--- config.mk ---
export PLATFORM = sky130hd
export DESIGN_NAME = skew_clk_gen
export DESIGN_NICKNAME = d
export VERILOG_FILES = /design/src/rtl/skew_pkg.sv /design/src/rtl/skew_phase_cnt.sv /design/src/rtl/skew_div_gen.sv /design/src/rtl/skew_section.sv /design/src/rtl/skew_clk_gen.sv
export SDC_FILE = /design/constraint.sdc
export NUM_CORES = 1
export LEC_CHECK = 0
export ABC_CLOCK_PERIOD_IN_PS = 11850
export BUFFER_PORTS_ARGS = -buffer_cell sky130_fd_sc_hd__buf_2
export CAP_MARGIN = 15
export CELL_PAD_IN_SITES_DETAIL_PLACEMENT = 1
export CELL_PAD_IN_SITES_GLOBAL_PLACEMENT = 1
export CORE_UTILIZATION = 43
export CTS_CLUSTER_SIZE = 20
export DETAILED_ROUTE_END_ITERATION = 16
export PLACE_DENSITY_LB_ADDON = 0.15
export SYNTH_ARGS = -nofsm -noshare
export SYNTH_HDL_FRONTEND = slang
export SYNTH_SLANG_ARGS = --single-unit
--- constraint.sdc ---
create_clock -name clk -period 11.85 [get_ports clk]
set_clock_uncertainty 0.1 [all_clocks]
set_input_delay 1.185 -clock clk [delete_from_list [all_inputs] [get_ports clk]]
set_output_delay 1.185 -clock clk [all_outputs]
set_load 0.03 [all_outputs]
--- src/rtl/skew_pkg.sv ---
package skew_pkg;

  typedef enum logic [1:0] {FN_SHIFT, FN_DIV2, FN_DIV4, FN_INV} fn_e;

  // three-level code: 00 low, 10 high, anything else reads as mid
  function automatic int lvl(logic [1:0] c);
    case (c)
      2'b00:   return 0;
      2'b10:   return 2;
      default: return 1;
    endcase
  endfunction

  function automatic int code_idx(logic [3:0] code);
    return 3 * lvl(code[3:2]) + lvl(code[1:0]);
  endfunction

  function automatic int n_of(logic [1:0] rs, int nl, int nm, int nh);
    case (rs)
      2'b00:   return nl;
      2'b10:   return nh;
      default: return nm;
    endcase
  endfunction

  function automatic fn_e fn_of(logic [3:0] code, bit wide, bit hh_inv);
    int idx;
    idx = code_idx(code);
    if (!wide)          return FN_SHIFT;
    else if (idx == 0)  return FN_DIV2;
    else if (idx == 8)  return hh_inv ? FN_INV : FN_DIV4;
    else                return FN_SHIFT;
  endfunction

  function automatic int shift_of(logic [3:0] code, bit wide);
    return wide ? 2 * (code_idx(code) - 4) : code_idx(code) - 4;
  endfunction

  // nominal waveform sampled k ticks in the past (k may be negative)
  function automatic logic nom_at(int ph, int k, int n);
    int p;
    p = ph + n - k;
    if (p >= n) p -= n;
    if (p >= n) p -= n;
    return (p < n / 2);
  endfunction

  // divided waveforms: both fall where the long counter passes n/2
  function automatic logic div_at(int dc, int n, bit by4);
    int p;
    p = (dc >= n / 2) ? dc - n / 2 : dc + 4 * n - n / 2;
    if (by4) return (p >= 2 * n);
    if (p >= 2 * n) p -= 2 * n;
    return (p >= n);
  endfunction

endpackage

--- src/rtl/skew_phase_cnt.sv ---
module skew_phase_cnt #(
  parameter int CW = 8
) (
  input  logic          clk,
  input  logic          rst,
  input  logic          restart,
  input  logic [CW-1:0] n_per,
  output logic [CW-1:0] ph,
  output logic [CW-1:0] dc
);

  logic ph_wrap, dc_wrap;
  assign ph_wrap = (ph == n_per - CW'(1));
  assign dc_wrap = (int'(dc) == 4 * int'(n_per) - 1);

  always_ff @(posedge clk) begin
    if (rst || restart) begin
      ph <= '0;
      dc <= '0;
    end else begin
      ph <= ph_wrap ? '0 : ph + CW'(1);
      dc <= dc_wrap ? '0 : dc + CW'(1);
    end
  end

  AST_PH_IN_RANGE: assert property (@(posedge clk) disable iff (rst)
    ph < n_per);
  AST_PH_WRAP: assert property (@(posedge clk) disable iff (rst)
    (!restart && ph == n_per - CW'(1)) |=> (ph == '0));
  AST_RESTART_ZERO: assert property (@(posedge clk) disable iff (rst)
    restart |=> (ph == '0 && dc == '0));

endmodule

--- src/rtl/skew_div_gen.sv ---
module skew_div_gen #(
  parameter int CW = 8
) (
  input  logic [CW-1:0] dc,
  input  logic [CW-1:0] n_per,
  output logic          div2_w,
  output logic          div4_w
);
  import skew_pkg::*;

  always_comb begin
    div2_w = div_at(int'(dc), int'(n_per), 1'b0);
    div4_w = div_at(int'(dc), int'(n_per), 1'b1);
  end

endmodule

--- src/rtl/skew_section.sv ---
module skew_section #(
  parameter int CW     = 8,
  parameter bit WIDE   = 1'b0,
  parameter bit HH_INV = 1'b0
) (
  input  logic          clk,
  input  logic          rst,
  input  logic          restart,
  input  logic [3:0]    code_q,
  input  logic [CW-1:0] n_per,
  input  logic [CW-1:0] ph,
  input  logic          div2_w,
  input  logic          div4_w,
  output logic          q_a,
  output logic          q_b
);
  import skew_pkg::*;

  fn_e  fn;
  int   k;
  logic nxt;

  always_comb begin
    fn = fn_of(code_q, WIDE, HH_INV);
    k  = (fn == FN_SHIFT) ? shift_of(code_q, WIDE) : 0;
    case (fn)
      FN_DIV2: nxt = div2_w;
      FN_DIV4: nxt = div4_w;
      FN_INV:  nxt = !nom_at(int'(ph), 0, int'(n_per));
      default: nxt = nom_at(int'(ph), k, int'(n_per));
    endcase
  end

  always_ff @(posedge clk) begin
    if (rst || restart) begin
      q_a <= 1'b0;
      q_b <= 1'b0;
    end else begin
      q_a <= nxt;
      q_b <= nxt;
    end
  end

endmodule

--- src/rtl/skew_clk_gen.sv ---
module skew_clk_gen #(
  parameter int NUM_SEC = 4,
  parameter int N_LOW   = 44,
  parameter int N_MID   = 26,
  parameter int N_HIGH  = 16
) (
  input  logic                 clk,
  input  logic                 rst,
  input  logic [1:0]           range_sel,
  input  logic [4*NUM_SEC-1:0] pair_sel,
  output logic [2*NUM_SEC-1:0] clk_q
);
  import skew_pkg::*;

  localparam int CW = $clog2(4 * N_LOW + 1);
  localparam int SW = 4 * NUM_SEC;

  logic [1:0]    rs_q;
  logic [SW-1:0] sel_q;
  logic          restart;
  logic [CW-1:0] n_cur, ph, dc;
  logic          div2_w, div4_w;

  assign restart = (range_sel != rs_q) || (pair_sel != sel_q);
  assign n_cur   = CW'(n_of(rs_q, N_LOW, N_MID, N_HIGH));

  always_ff @(posedge clk) begin
    if (rst || restart) begin
      rs_q  <= range_sel;
      sel_q <= pair_sel;
    end
  end

  skew_phase_cnt #(.CW(CW)) u_cnt (
    .clk(clk), .rst(rst), .restart(restart), .n_per(n_cur), .ph(ph), .dc(dc)
  );

  skew_div_gen #(.CW(CW)) u_div (
    .dc(dc), .n_per(n_cur), .div2_w(div2_w), .div4_w(div4_w)
  );

  for (genvar s = 0; s < NUM_SEC; s++) begin : g_sec
    logic qa, qb;
    skew_section #(
      .CW(CW), .WIDE(bit'(s >= NUM_SEC / 2)), .HH_INV(bit'(s == NUM_SEC - 1))
    ) u_sec (
      .clk(clk), .rst(rst), .restart(restart), .code_q(sel_q[4*s +: 4]),
      .n_per(n_cur), .ph(ph), .div2_w(div2_w), .div4_w(div4_w),
      .q_a(qa), .q_b(qb)
    );
    assign clk_q[2*s]   = qa;
    assign clk_q[2*s+1] = qb;
  end

  AST_RESTART_LOW: assert property (@(posedge clk) disable iff (rst)
    restart |=> (clk_q == '0));
  AST_DIV_FALL_ALIGN: assert property (@(posedge clk) disable iff (rst)
    $fell(div4_w) |-> $fell(div2_w));

endmodule

==> results.md <==
- The power density relative to cell area is 142 nW/um2.
- The total of endpoints with negative setup slack in the final report is 0.
- Measured along the y axis, the die boundary spans 163 um.
- Entering global routing, the biggest net connects 46 pins.
- The static power due to leakage is 4.96 nW.
- The average instance area after synthesis is 7.47 um2.
- The routing usage on met1 is 39.5%.
- Input and output buffers added on the ports amount to 27.
- Of the total power, the clock network draws 9.5%.
- Counting flops and latches in the post-synthesis netlist gives 38.
- The worst-case IR drop observed on VDD is 0.0918 mV.
- The power spent charging and discharging nets is 0.000911 W.
- The number of hold violations in the final report is 0.
- For this run, global-route usage on met2 was measured as 45.9%.
- 0 antenna diodes ended up in the layout.
- The shortest period the worst path allows is 10.96 ns.
- At the pin with the least slew margin, the transition time is 0.957 ns.
- The number of I/O pins is 28.
- Across every metal layer, demand over resource in global routing totals 28.1%.
- The max-slew violation count is 0.
- TritonCTS built the clock tree.
- The critical path class is reg -> reg.
- When the netlist entered floorplanning its net count stood at 1702.
- After detailed placement, the total cell area comes to 11600 um2.
- The net count of the finished layout is 1698.
- The CTS root buffer is sky130_fd_sc_hd__clkbuf_16.
- Net switching is 54.6% of the power.
- The clock drives 38 sinks.
- The kind of end point of the critical path is a flip-flop.
- The total clock buffers created by CTS is 5.
- The effective utilization at floorplan is 44.2%.
- The detail route stage leaves a number of antenna-violating nets equal to 0.
- The region available for standard cell placement spans 25300 um2.
- Sequential elements use 8.41% of the synthesized area.
- The placer congestion estimate is 0.935.
- The worst setup path is launched from a flip-flop.
- Buffers inserted to repair hold after CTS numbered 0.
- For this run, the number of Yosys warnings is 0.
- In this design, the critical path's most frequently occurring cell is sky130_fd_sc_hd__ha_1.
- The path category of the worst min-delay check is reg -> reg.
- Before antenna repair, the detailed router went through 5 iterations.
- After detailed routing, the number of vias per cell comes to 6.16.
- Leaving out fill and tap cells, the most frequent cells in the layout are 160 x sky130_fd_sc_hd__ha_1, 148 x sky130_fd_sc_hd__nor2_1, 106 x sky130_fd_sc_hd__nand2_1.
- The first routing iteration left 608 violations.
- The number of remaining DRC errors is 0.
- The cell with the largest stage delay on the worst path is sky130_fd_sc_hd__or4_1.
- The total half-perimeter wirelength after legalization and detailed placement is 29800 um.
- The run finished with clean final reports.
- The cell count after synthesis is 1498.
- The clock tree synthesis step divided the H-tree into 2 levels.
- The worst endpoint data arrival time is 11.06 ns.
- The share of layout cells above drive strength 1 is 6.96%.
- The later pin in the worst-skew pair is clocked with a latency of 0.30 ns.
- The routed design has 36600 um of wire.
- The share of synthesized flip-flops with an asynchronous set or reset is 0%.
- The finished layout holds 1825 standard cells, fillers aside.
- The peak fanout along the critical path is 11.
- The die covers 26700 um2.
- The horizontal die dimension is 163 um.
- The worst slew margin relative to its limit is 35.4%.
- The achievable clock frequency is 91.2 MHz.
- In this run the most used layer during global routing was met2.
- The average wire per standard cell is 20.1 um.
- The global-route wire length before repair is 60200 um.
- The cell area that synthesis handed to floorplanning was 11200 um2.
- Clock-pin slew was measured on the worst setup and hold paths at 0.07 ns.
- Internal power comes to 0.000757 W.
- The library cell used most frequently in the layout, excluding fill and tap cells, is sky130_fd_sc_hd__ha_1.
- For met3 alone, demand over resource in global routing was 2.89%.
- The portion of the clock cycle consumed by the worst path in the final layout is 92.5%.
- The most used flip-flop cell after synthesis is sky130_fd_sc_hd__dfxtp_1.
- The initial antenna violation count came to 0.
- The synthesized netlist contains 88 unique library cells.
- From synthesis to final layout, the design area changed by 5.16%.
- Overall power consumption after layout is estimated at 0.00167 W.
- Once placement completed, the tool counted placed cells totaling 1817.
- The floorplan has 58 rows.
- Once the clock tree was built, the setup fixing pass inserted 0 buffers.
- The max-capacitance violation count is 0.
- For the worst setup path, the data required time is 11.95 ns.
- The logic gate share of total power is 81.8%.
- The buffer levels on the longest clock path is 2.
- In this run, flip-flops and latches consume 8.7% of the power.
- The sum of overflow across all layers after global routing is 0.
- Once layout is complete, the utilization of the core stands at 46.5%.
- Detailed routing inserted a total of 11200 vias.
- The delay of the slowest critical-path stage is 0.55 ns.
- The number of global-route vias before repair is 11400.
- The synthesized design contains 18 enable-type register cells.
- The finished cells cover 11800 um2.
-- sequential cells by signal (all words and copies together) (netlist names) --
name and count:
u_cnt.dc 8, u_cnt.ph 8, g_sec.u_sec.q_b 1, rs_q 2, g_sec.u_sec.q_a 3, sel_q 16
-- power by group through the flow --
| stage | clock (W) | sequential (W) | combinational, W |
|---|---|---|---|
| 2_1_floorplan | 0 | 0.000146 | 0.00102 |
| 3_3_place_gp | 0 | 0.000147 | 0.00131 |
| 3_5_place_dp | 0 | 0.000148 | 0.00134 |
| 4_1_cts | 0.000162 | 0.000145 | 0.00135 |
| 5_1_grt | 0.000164 | 0.000145 | 0.00152 |
| 6_report | 0.000159 | 0.000145 | 0.00136 |
-- synthesized netlist by cell type, types with 34 or more instances --
cell type / instances / area share [%]
sky130_fd_sc_hd__a21o_1: 39 / 2.6
sky130_fd_sc_hd__a21oi_1: 95 / 4.2
sky130_fd_sc_hd__ha_1: 160 / 18
sky130_fd_sc_hd__inv_1: 92 / 3.1
sky130_fd_sc_hd__nand2_1: 106 / 3.6
sky130_fd_sc_hd__nand3_1: 46 / 2.1
sky130_fd_sc_hd__nor2_1: 148 / 5.0
sky130_fd_sc_hd__nor2b_1: 34 / 1.9
sky130_fd_sc_hd__nor3_1: 34 / 1.5
sky130_fd_sc_hd__o21ai_0: 86 / 3.8
sky130_fd_sc_hd__xnor2_1: 67 / 5.2
sky130_fd_sc_hd__xor2_1: 61 / 4.8
-- what timing repair did --
action,4_1_cts,5_1_grt
setup endpoints to repair,0,2
endpoints found under the hold margin,0,0
gates resized for setup,0,5
-- kinds of logic (layout without fill, tap and decap cells) --
family | after synthesis | after routing | synth area share, %
fa+ha+maj | 184 | 184 | 22.2
simple gates | 566 | 566 | 26.4
compound gates | 407 | 407 | 24.4
mux | 31 | 31 | 2.95
xor+xnor | 129 | 129 | 10.3
flops | 38 | 38 | 8.41
buf+inv | 143 | 140 | 5.39
-- layer usage --
metal / wire [um] / up-vias
met5: 0 / -
met4: 501 / 0
met3: 1140 / 34
met2: 16600 / 190
met1: 18400 / 5500
li1: - / 5525
-- per-stage QoR --
step | hold slack, ns | TNS [ns] | worst slack, ns
after floorplan | 0.330 | 0 | 1.44
after global placement | 0.361 | 0 | 0.958
after detailed placement | 0.379 | 0 | 0.494
after CTS | 0.390 | 0 | 0.457
after global routing | 0.410 | -0.000409 | -0.000409
final | 0.393 | 0 | 0.889
-- worst paths after layout --
| check | endpoint | cells after the start | slack, ns | startpoint |
|---|---|---|---|---|
| max | g_sec[2].u_sec.q_a$_SDFF_PP0_ | 43 | 0.89 | sel_q[10]$_DFFE_PP_ |
| min | u_cnt.dc[0]$_SDFF_PP0_ | 1 | 0.39 | u_cnt.dc[0]$_SDFF_PP0_ |
| max reg2reg | g_sec[2].u_sec.q_a$_SDFF_PP0_ | 43 | 0.89 | sel_q[10]$_DFFE_PP_ |
| min reg2reg | u_cnt.dc[0]$_SDFF_PP0_ | 1 | 0.39 | u_cnt.dc[0]$_SDFF_PP0_ |
-- area by class of cell --
type                    instances  area [um2]
clock buffers                   6         150
clock inverters                 2        15.0
fillers                      3241       13600
inverters                      93         354
multi-input cells            1317        9670
flip-flops and latches         38         941
well taps                     330         413
repair buffers                 39         225
-- critical path, delay by kind of cell (launching register included) --
family	cells	cell delay [ns]
AO/OA/AOI/OAI	18	3.73
AND/OR/NAND/NOR	14	3.41
adder cells (fa/ha/maj)	8	2.53
flip-flops	1	0.43
multiplexers	1	0.37
buffers and inverters	2	0.27
(Power assumes the default switching activity.)
